$ cat config.mk
export PLATFORM = sky130hd
export DESIGN_NAME = ctlreg_bank
export DESIGN_NICKNAME = d
export VERILOG_FILES = /design/src/rtl/ctlreg_pkg.sv /design/src/rtl/ctlreg_decode.sv /design/src/rtl/ctlreg_cycctr.sv /design/src/rtl/ctlreg_bank.sv
export SDC_FILE = /design/constraint.sdc
export NUM_CORES = 2
export LEC_CHECK = 0
export BUFFER_PORTS_ARGS = -buffer_cell sky130_fd_sc_hd__buf_2
export CORE_MARGIN = 2
export CORE_UTILIZATION = 42
export CTS_CLUSTER_SIZE = 8
export DETAILED_ROUTE_END_ITERATION = 8
export HOLD_SLACK_MARGIN = 0.02
export MAX_ROUTING_LAYER = met4
export PLACE_DENSITY = 0.6
export SLEW_MARGIN = 20
export SYNTH_ARGS = -nofsm -noshare
export SYNTH_HDL_FRONTEND = slang
export SYNTH_HIERARCHICAL = 1
export SYNTH_SLANG_ARGS = --single-unit
$ cat constraint.sdc
create_clock -name clk -period 12.3 [get_ports clk]
set_input_delay 3.075 -clock clk [delete_from_list [all_inputs] [get_ports clk]]
set_output_delay 3.075 -clock clk [all_outputs]
set_load 0.01 [all_outputs]
$ cat src/rtl/ctlreg_pkg.sv
package ctlreg_pkg;

   localparam int XLEN      = 64;
   localparam int SLOT_W    = 5;
   localparam int NUM_FIXED = 14;

   localparam logic [7:0] IX_CYC   = 8'h08;
   localparam logic [7:0] IX_CCTL  = 8'h09;
   localparam logic [7:0] IX_ASTR  = 8'h0A;
   localparam logic [7:0] IX_ASTE  = 8'h0B;
   localparam logic [7:0] IX_IPL   = 8'h0C;
   localparam logic [7:0] IX_MODE  = 8'h0D;
   localparam logic [7:0] IX_SWI   = 8'h0E;
   localparam logic [7:0] IX_ESUM  = 8'h10;
   localparam logic [7:0] IX_EMSK  = 8'h11;
   localparam logic [7:0] IX_EADDR = 8'h12;
   localparam logic [7:0] IX_VA    = 8'h13;
   localparam logic [7:0] IX_INTID = 8'h20;
   localparam logic [7:0] IX_MMST  = 8'h21;
   localparam logic [7:0] IX_SRCV  = 8'h22;
   localparam logic [7:0] IX_WO_LO = 8'h28;
   localparam logic [7:0] IX_WO_HI = 8'h2B;

   // slot offsets after the scratch slots
   localparam int OF_CYC   = 0;
   localparam int OF_CCTL  = 1;
   localparam int OF_ASTR  = 2;
   localparam int OF_EADDR = 9;

   typedef enum logic [2:0] {
      RK_NONE, RK_MASK, RK_CLR, RK_RO, RK_WO, RK_CCTL, RK_CYC
   } rkind_e;

   typedef struct packed {
      rkind_e            kind;
      logic [SLOT_W-1:0] slot;
      logic [XLEN-1:0]   mask;   // implemented bits
   } rdec_t;

   function automatic rdec_t mk(input rkind_e k, input int s, input logic [XLEN-1:0] m);
      rdec_t d;
      d.kind = k;
      d.slot = SLOT_W'(s);
      d.mask = m;
      return d;
   endfunction

   function automatic rdec_t reg_decode(input logic [7:0] idx, input int ns);
      rdec_t d = mk(RK_NONE, 0, '0);
      if (int'(idx) < ns) begin
         d = mk(RK_MASK, int'(idx), '1);
      end else begin
         case (idx)
            IX_CYC:   d = mk(RK_CYC,  ns + OF_CYC,  '1);
            IX_CCTL:  d = mk(RK_CCTL, ns + OF_CCTL, 64'h1);
            IX_ASTR:  d = mk(RK_MASK, ns + OF_ASTR, 64'hF);
            IX_ASTE:  d = mk(RK_MASK, ns + 3,  64'hF);
            IX_IPL:   d = mk(RK_MASK, ns + 4,  64'h1F);
            IX_MODE:  d = mk(RK_MASK, ns + 5,  64'h18);
            IX_SWI:   d = mk(RK_MASK, ns + 6,  64'h7FFF0);
            IX_ESUM:  d = mk(RK_CLR,  ns + 7,  '1);
            IX_EMSK:  d = mk(RK_CLR,  ns + 8,  '1);
            IX_EADDR: d = mk(RK_MASK, ns + OF_EADDR, ~64'h2);
            IX_VA:    d = mk(RK_MASK, ns + 10, '1);
            IX_INTID: d = mk(RK_RO,   ns + 11, '1);
            IX_MMST:  d = mk(RK_RO,   ns + 12, '1);
            IX_SRCV:  d = mk(RK_RO,   ns + 13, '1);
            default: begin
               if (idx >= IX_WO_LO && idx <= IX_WO_HI) d = mk(RK_WO, 0, '0);
            end
         endcase
      end
      return d;
   endfunction

endpackage

$ cat src/rtl/ctlreg_decode.sv
module ctlreg_decode
   import ctlreg_pkg::*;
#(
   parameter int IDX_W       = 6,
   parameter int NUM_SCRATCH = 4
) (
   input  logic [IDX_W-1:0] idx,
   output rdec_t            dec
);
   assign dec = reg_decode(8'(idx), NUM_SCRATCH);
endmodule

$ cat src/rtl/ctlreg_cycctr.sv
module ctlreg_cycctr #(
   parameter int CNT_W = 64
) (
   input  logic        clk,
   input  logic        rst_n,
   output logic [31:0] cnt_lo
);
   logic [CNT_W-1:0] cnt_q;

   always_ff @(posedge clk or negedge rst_n) begin
      if (!rst_n) cnt_q <= '0;
      else        cnt_q <= cnt_q + 1'b1;
   end

   generate
      if (CNT_W == 32) begin : g_exact
         assign cnt_lo = cnt_q;
      end else begin : g_wide
         assign cnt_lo = cnt_q[31:0];
      end
   endgenerate
endmodule

$ cat src/rtl/ctlreg_bank.sv
module ctlreg_bank
   import ctlreg_pkg::*;
#(
   parameter int IDX_W       = 6,
   parameter int NUM_SCRATCH = 4,
   parameter int CNT_W       = 64
) (
   input  logic             clk,
   input  logic             rst_n,
   input  logic             spec,
   input  logic             rd_en,
   input  logic [IDX_W-1:0] rd_idx,
   output logic [63:0]      rd_data,
   output logic             rd_fault,
   input  logic             wr_en,
   input  logic [IDX_W-1:0] wr_idx,
   input  logic [63:0]      wr_data,
   output logic             wr_fault,
   input  logic             lock_set,
   output logic             irq_lock
);
   localparam int NSLOT    = NUM_SCRATCH + NUM_FIXED;
   localparam int SLOT_N   = 1 << SLOT_W;
   localparam int SL_CCTL  = NUM_SCRATCH + OF_CCTL;
   localparam int SL_ASTR  = NUM_SCRATCH + OF_ASTR;
   localparam int SL_EADDR = NUM_SCRATCH + OF_EADDR;

   generate
      if (IDX_W < 6 || IDX_W > 8) begin : g_bad_idx
         $error("ctlreg_bank: IDX_W must lie in 6..8");
      end
      if (NUM_SCRATCH < 1 || NUM_SCRATCH > 8) begin : g_bad_ns
         $error("ctlreg_bank: NUM_SCRATCH must lie in 1..8");
      end
      if (CNT_W < 32 || CNT_W > 64) begin : g_bad_cnt
         $error("ctlreg_bank: CNT_W must lie in 32..64");
      end
   endgenerate

   rdec_t rdec, wdec;
   logic [31:0] cyc_lo;
   logic [63:0] slot_q [SLOT_N];
   logic        wr_live, wr_commit, cctl_set, va_rd, lock_q;
   logic [63:0] wr_next, rd_raw;
   logic [63:0] eaddr_q, astr_q;

   ctlreg_decode #(.IDX_W(IDX_W), .NUM_SCRATCH(NUM_SCRATCH)) u_rdec (.idx(rd_idx), .dec(rdec));
   ctlreg_decode #(.IDX_W(IDX_W), .NUM_SCRATCH(NUM_SCRATCH)) u_wdec (.idx(wr_idx), .dec(wdec));
   ctlreg_cycctr #(.CNT_W(CNT_W)) u_cyc (.clk(clk), .rst_n(rst_n), .cnt_lo(cyc_lo));

   // write side
   assign wr_live  = wr_en && !spec;
   assign cctl_set = slot_q[SL_CCTL][0];

   always_comb begin
      wr_fault = 1'b0;
      if (wr_live) begin
         if (wdec.kind inside {RK_NONE, RK_RO}) wr_fault = 1'b1;
         else if (wdec.kind == RK_CCTL && cctl_set) wr_fault = 1'b1;
      end
   end

   always_comb begin
      case (wdec.kind)
         RK_MASK, RK_CYC: wr_next = wr_data & wdec.mask;
         RK_CCTL:         wr_next = 64'd1;
         default:         wr_next = '0;
      endcase
   end

   assign wr_commit = wr_live && !wr_fault &&
                      (wdec.kind inside {RK_MASK, RK_CYC, RK_CLR, RK_CCTL});

   generate
      for (genvar g = 0; g < SLOT_N; g++) begin : g_slot
         if (g < NSLOT) begin : g_reg
            logic [63:0] q;
            always_ff @(posedge clk or negedge rst_n) begin
               if (!rst_n) q <= '0;
               else if (wr_commit && wdec.slot == SLOT_W'(g)) q <= wr_next;
            end
            assign slot_q[g] = q;
         end else begin : g_pad
            assign slot_q[g] = '0;
         end
      end
   endgenerate

   // read side
   assign rd_fault = rd_en && (rdec.kind inside {RK_NONE, RK_WO});
   assign rd_raw   = slot_q[rdec.slot] & rdec.mask;

   always_comb begin
      rd_data = '0;
      if (rd_en && !rd_fault) begin
         if (rdec.kind == RK_CYC) rd_data = {rd_raw[63:32], cyc_lo};
         else                     rd_data = rd_raw;
      end
   end

   // interrupt lock
   assign va_rd = rd_en && !spec && (rd_idx == IDX_W'(IX_VA));

   always_ff @(posedge clk or negedge rst_n) begin
      if (!rst_n)        lock_q <= 1'b0;
      else if (lock_set) lock_q <= 1'b1;
      else if (va_rd)    lock_q <= 1'b0;
   end
   assign irq_lock = lock_q;

   // observation points for the bound checker
   assign eaddr_q = slot_q[SL_EADDR];
   assign astr_q  = slot_q[SL_ASTR];
endmodule

==> reports/results.ini <==
[sta]
setup_viol=0
drv_slew=0
skew_ns=0.04171
finalSetupTns_ns=0
finalHoldViolCount=0
rsz0062_at_grt=false
max_slew.worst_pin.slew_ns=1.164
slew_headroom=0.2224
fin_crit_sh=0.8386
period_needed_ns=10.31
setup_slack_ns=1.986
fmax_mhz=96.95

[yosys]
async_reset_ff_frac=1.000
synth_nets=4252
synth_xor_area_frac=0.004929
syn_avg_cell_area_um2=13.65
synth-adder-area-share=0.001100
muxShareOfSynthArea=0.3294
synth_area_leader_cell=dfrtp_1
syn_inst=4165
yosysSeqAreaShare=0.5215
synth-simple-area-share=0.04753
syn-cell-area_mm2=0.05686
synth_flop_cell=dfrtp_1
synth_top_family_by_area=multiplexers
synth_top_area_frac=0.5215
synth_compound_area_frac=0.04898
synth_cell_types=76
ys_warn_count=6
synth_edf_count=0
synthTopCellsByArea=dfrtp_1 (52%), mux2_2 (29%), mux4_2 (3.8%)
ys_ff_latch=1185

[outcome]
outcome=finished clean

[worst_setup_path]
r2r-start=g_slot[5].g_reg.q[0]
cp.arrival_ns=7.24
worstRegToRegCells=5
setup.worst_path.class=in2out
path_max_fanout=65
cp_num_buf_inv=4
reg2reg_slack_ns=8.57
cp-end-kind=output port
r2r_end=g_slot[2].g_reg.q[45]
cp_slowest_cell=buf_4
max_stage_delay_ns=0.94
start_kind=input port
worstPathRequired_ns=9.22
crit_chain=buf_2, or3_4, o211ai_1, buf_4, buf_4, mux4_2, a22oi_1, a31oi_1, buf_2
path_delay_family=buffers and inverters

[layout]
area_growth_pct=10.32
most-common-layout-cells=mux2_2 (1444), dfrtp_1 (1185), clkbuf_16 (166)
drive_gt1_frac=0.4953
layout_commonest_cell=mux2_2
fin_nets=4132
final_cells=5850
nFillCells=12040

[floorplan]
die_h_um=371.9
io_pins=149
start_util=0.4213
core_area_mm2=0.1350
die_w_um=371.9
rows=135
dieArea_mm2=0.1383

[clocking]
cts_buffers=166
cts_tree=built
cts.repair.resized=0
root_buffer=clkbuf_16
clock_path_buffers=3
numClockSinks=1185
clk_transition_reported_paths_ns=0.05
cts_hold_buf=0
ctsHtreeMaxLevel=4
clk_latency_ns=0.79
post-cts-setup-buffers=0

[placed_design]
place_ws_ns=2.193
dp_hpwl_mm=86.06
dp.cells=5657
io_buffers=148
globalplace.congestion=0.8291

[drt]
drc_errors=0
vias_per_cell=5.930
firstDrtPassIters=6
drt_iter0_markers=2637
avgRoutedWirePerCell_um=26.69
drt-total-wl_mm=156.2
met1Wirelength_mm=71.25
ant_nets=0
wl_met2_mm=72.19
vias=34690
route.met3.wl_mm=9.106
routed.top_layer=met4

[grt]
grt_pass1_wl_mm=234.4
grt_max_degree=168
globalRouteOverflowTotal=0
grt.total_usage=0.2334
antenna_found_initial=9
grt_pass1_vias=35430

[pwr]
cellLeakagePower_nw=30.52
vdd_ir_drop_max_mv=0.1512
p_per_area_mw_per_mm2=135.4
power_mw=8.495

[min_path]
min_delay_path_depth=1
min_to=irq_lock
hp-class=reg2reg
worstHoldStart=irq_lock

[run]
cap_violations=0

-- worst reg2reg max path, cell delays in order (launching register included) --
cell and delay [ns]:
dfrtp_1 0.42, a21bo_2 0.25, a2111oi_2 0.92, and2_4 0.67, buf_4 0.84, mux2_2 0.50
-- stage by stage --
step	hold slack (ns)	area, µm²	util
5_1_grt	0.4908	62710	0.4647
3_5_place_dp	0.4638	58200	0.4312
6_report	0.4724	62730	0.4648
2_1_floorplan	0.4429	56860	-
4_1_cts	0.4755	62680	0.4645
3_3_place_gp	0.4552	58110	0.4306
-- flip-flops by register name, indices dropped and copies added (netlist names) --
register and count:
g_slot.g_reg.q 1024, u_cyc/cnt_q 32, eaddr_q 64, astr_q 64
irq_lock 1
-- synth_stat cells, drive strengths merged, types with 65 or more instances --
master,number
mux4,97
a211oi,65
dfrtp,1185
and3,67
o22ai,71
nand2,97
or4,65
clkbuf,286
mux2,1454
o21ai,76
nor2b,74
buf,225
-- routing by layer --
metal,track usage,vias to the layer above
met5,-,-
met4,0.06599,0
met3,0.04425,228
met2,0.3513,960
met1,0.3225,18590
li1,-,14920
-- kinds of logic after synthesis --
kind of cell	Yosys count
buffers and inverters	526
multiplexers	1568
AO/OA/AOI/OAI	395
adder cells (fa/ha/maj)	5
XOR/XNOR	32
AND/OR/NAND/NOR	454
flip-flops	1185
-- power by group --
part / internal, mW / switching (mW) / leakage (nW) / total (mW)
registers: 3.92 / 0.00768 / 16.5 / 3.93
clock network: 2.41 / 1.70 / 2.19 / 4.11
logic: 0.125 / 0.325 / 11.8 / 0.450
-- layout make-up --
cell class | count | area [µm²] | share of cell area
sequential | 1185 | 29650 | 0.4727
multi-input combinational | 2454 | 24780 | 0.3951
clock buffer | 166 | 4154 | 0.06622
tap | 1781 | 2228 | 0.03553
timing repair buffer | 223 | 1496 | 0.02386
clock inverter | 17 | 332.8 | 0.005306
inverter | 15 | 56.30 | 0.0008976
antenna | 9 | 22.52 | 0.0003590
-- how the worst max path moves through the flow --
stage | start | to | cells past startpoint
global placement | rd_idx[5] | rd_data[5] | 11
detailed placement | rd_idx[2] | rd_data[40] | 9
CTS | rd_idx[2] | rd_data[40] | 9
global route | rd_idx[2] | rd_data[40] | 9
finish | rd_idx[2] | rd_data[40] | 9
floorplan | rd_idx[1] | rd_data[23] | 8
Power figures use the tool's default switching activity.
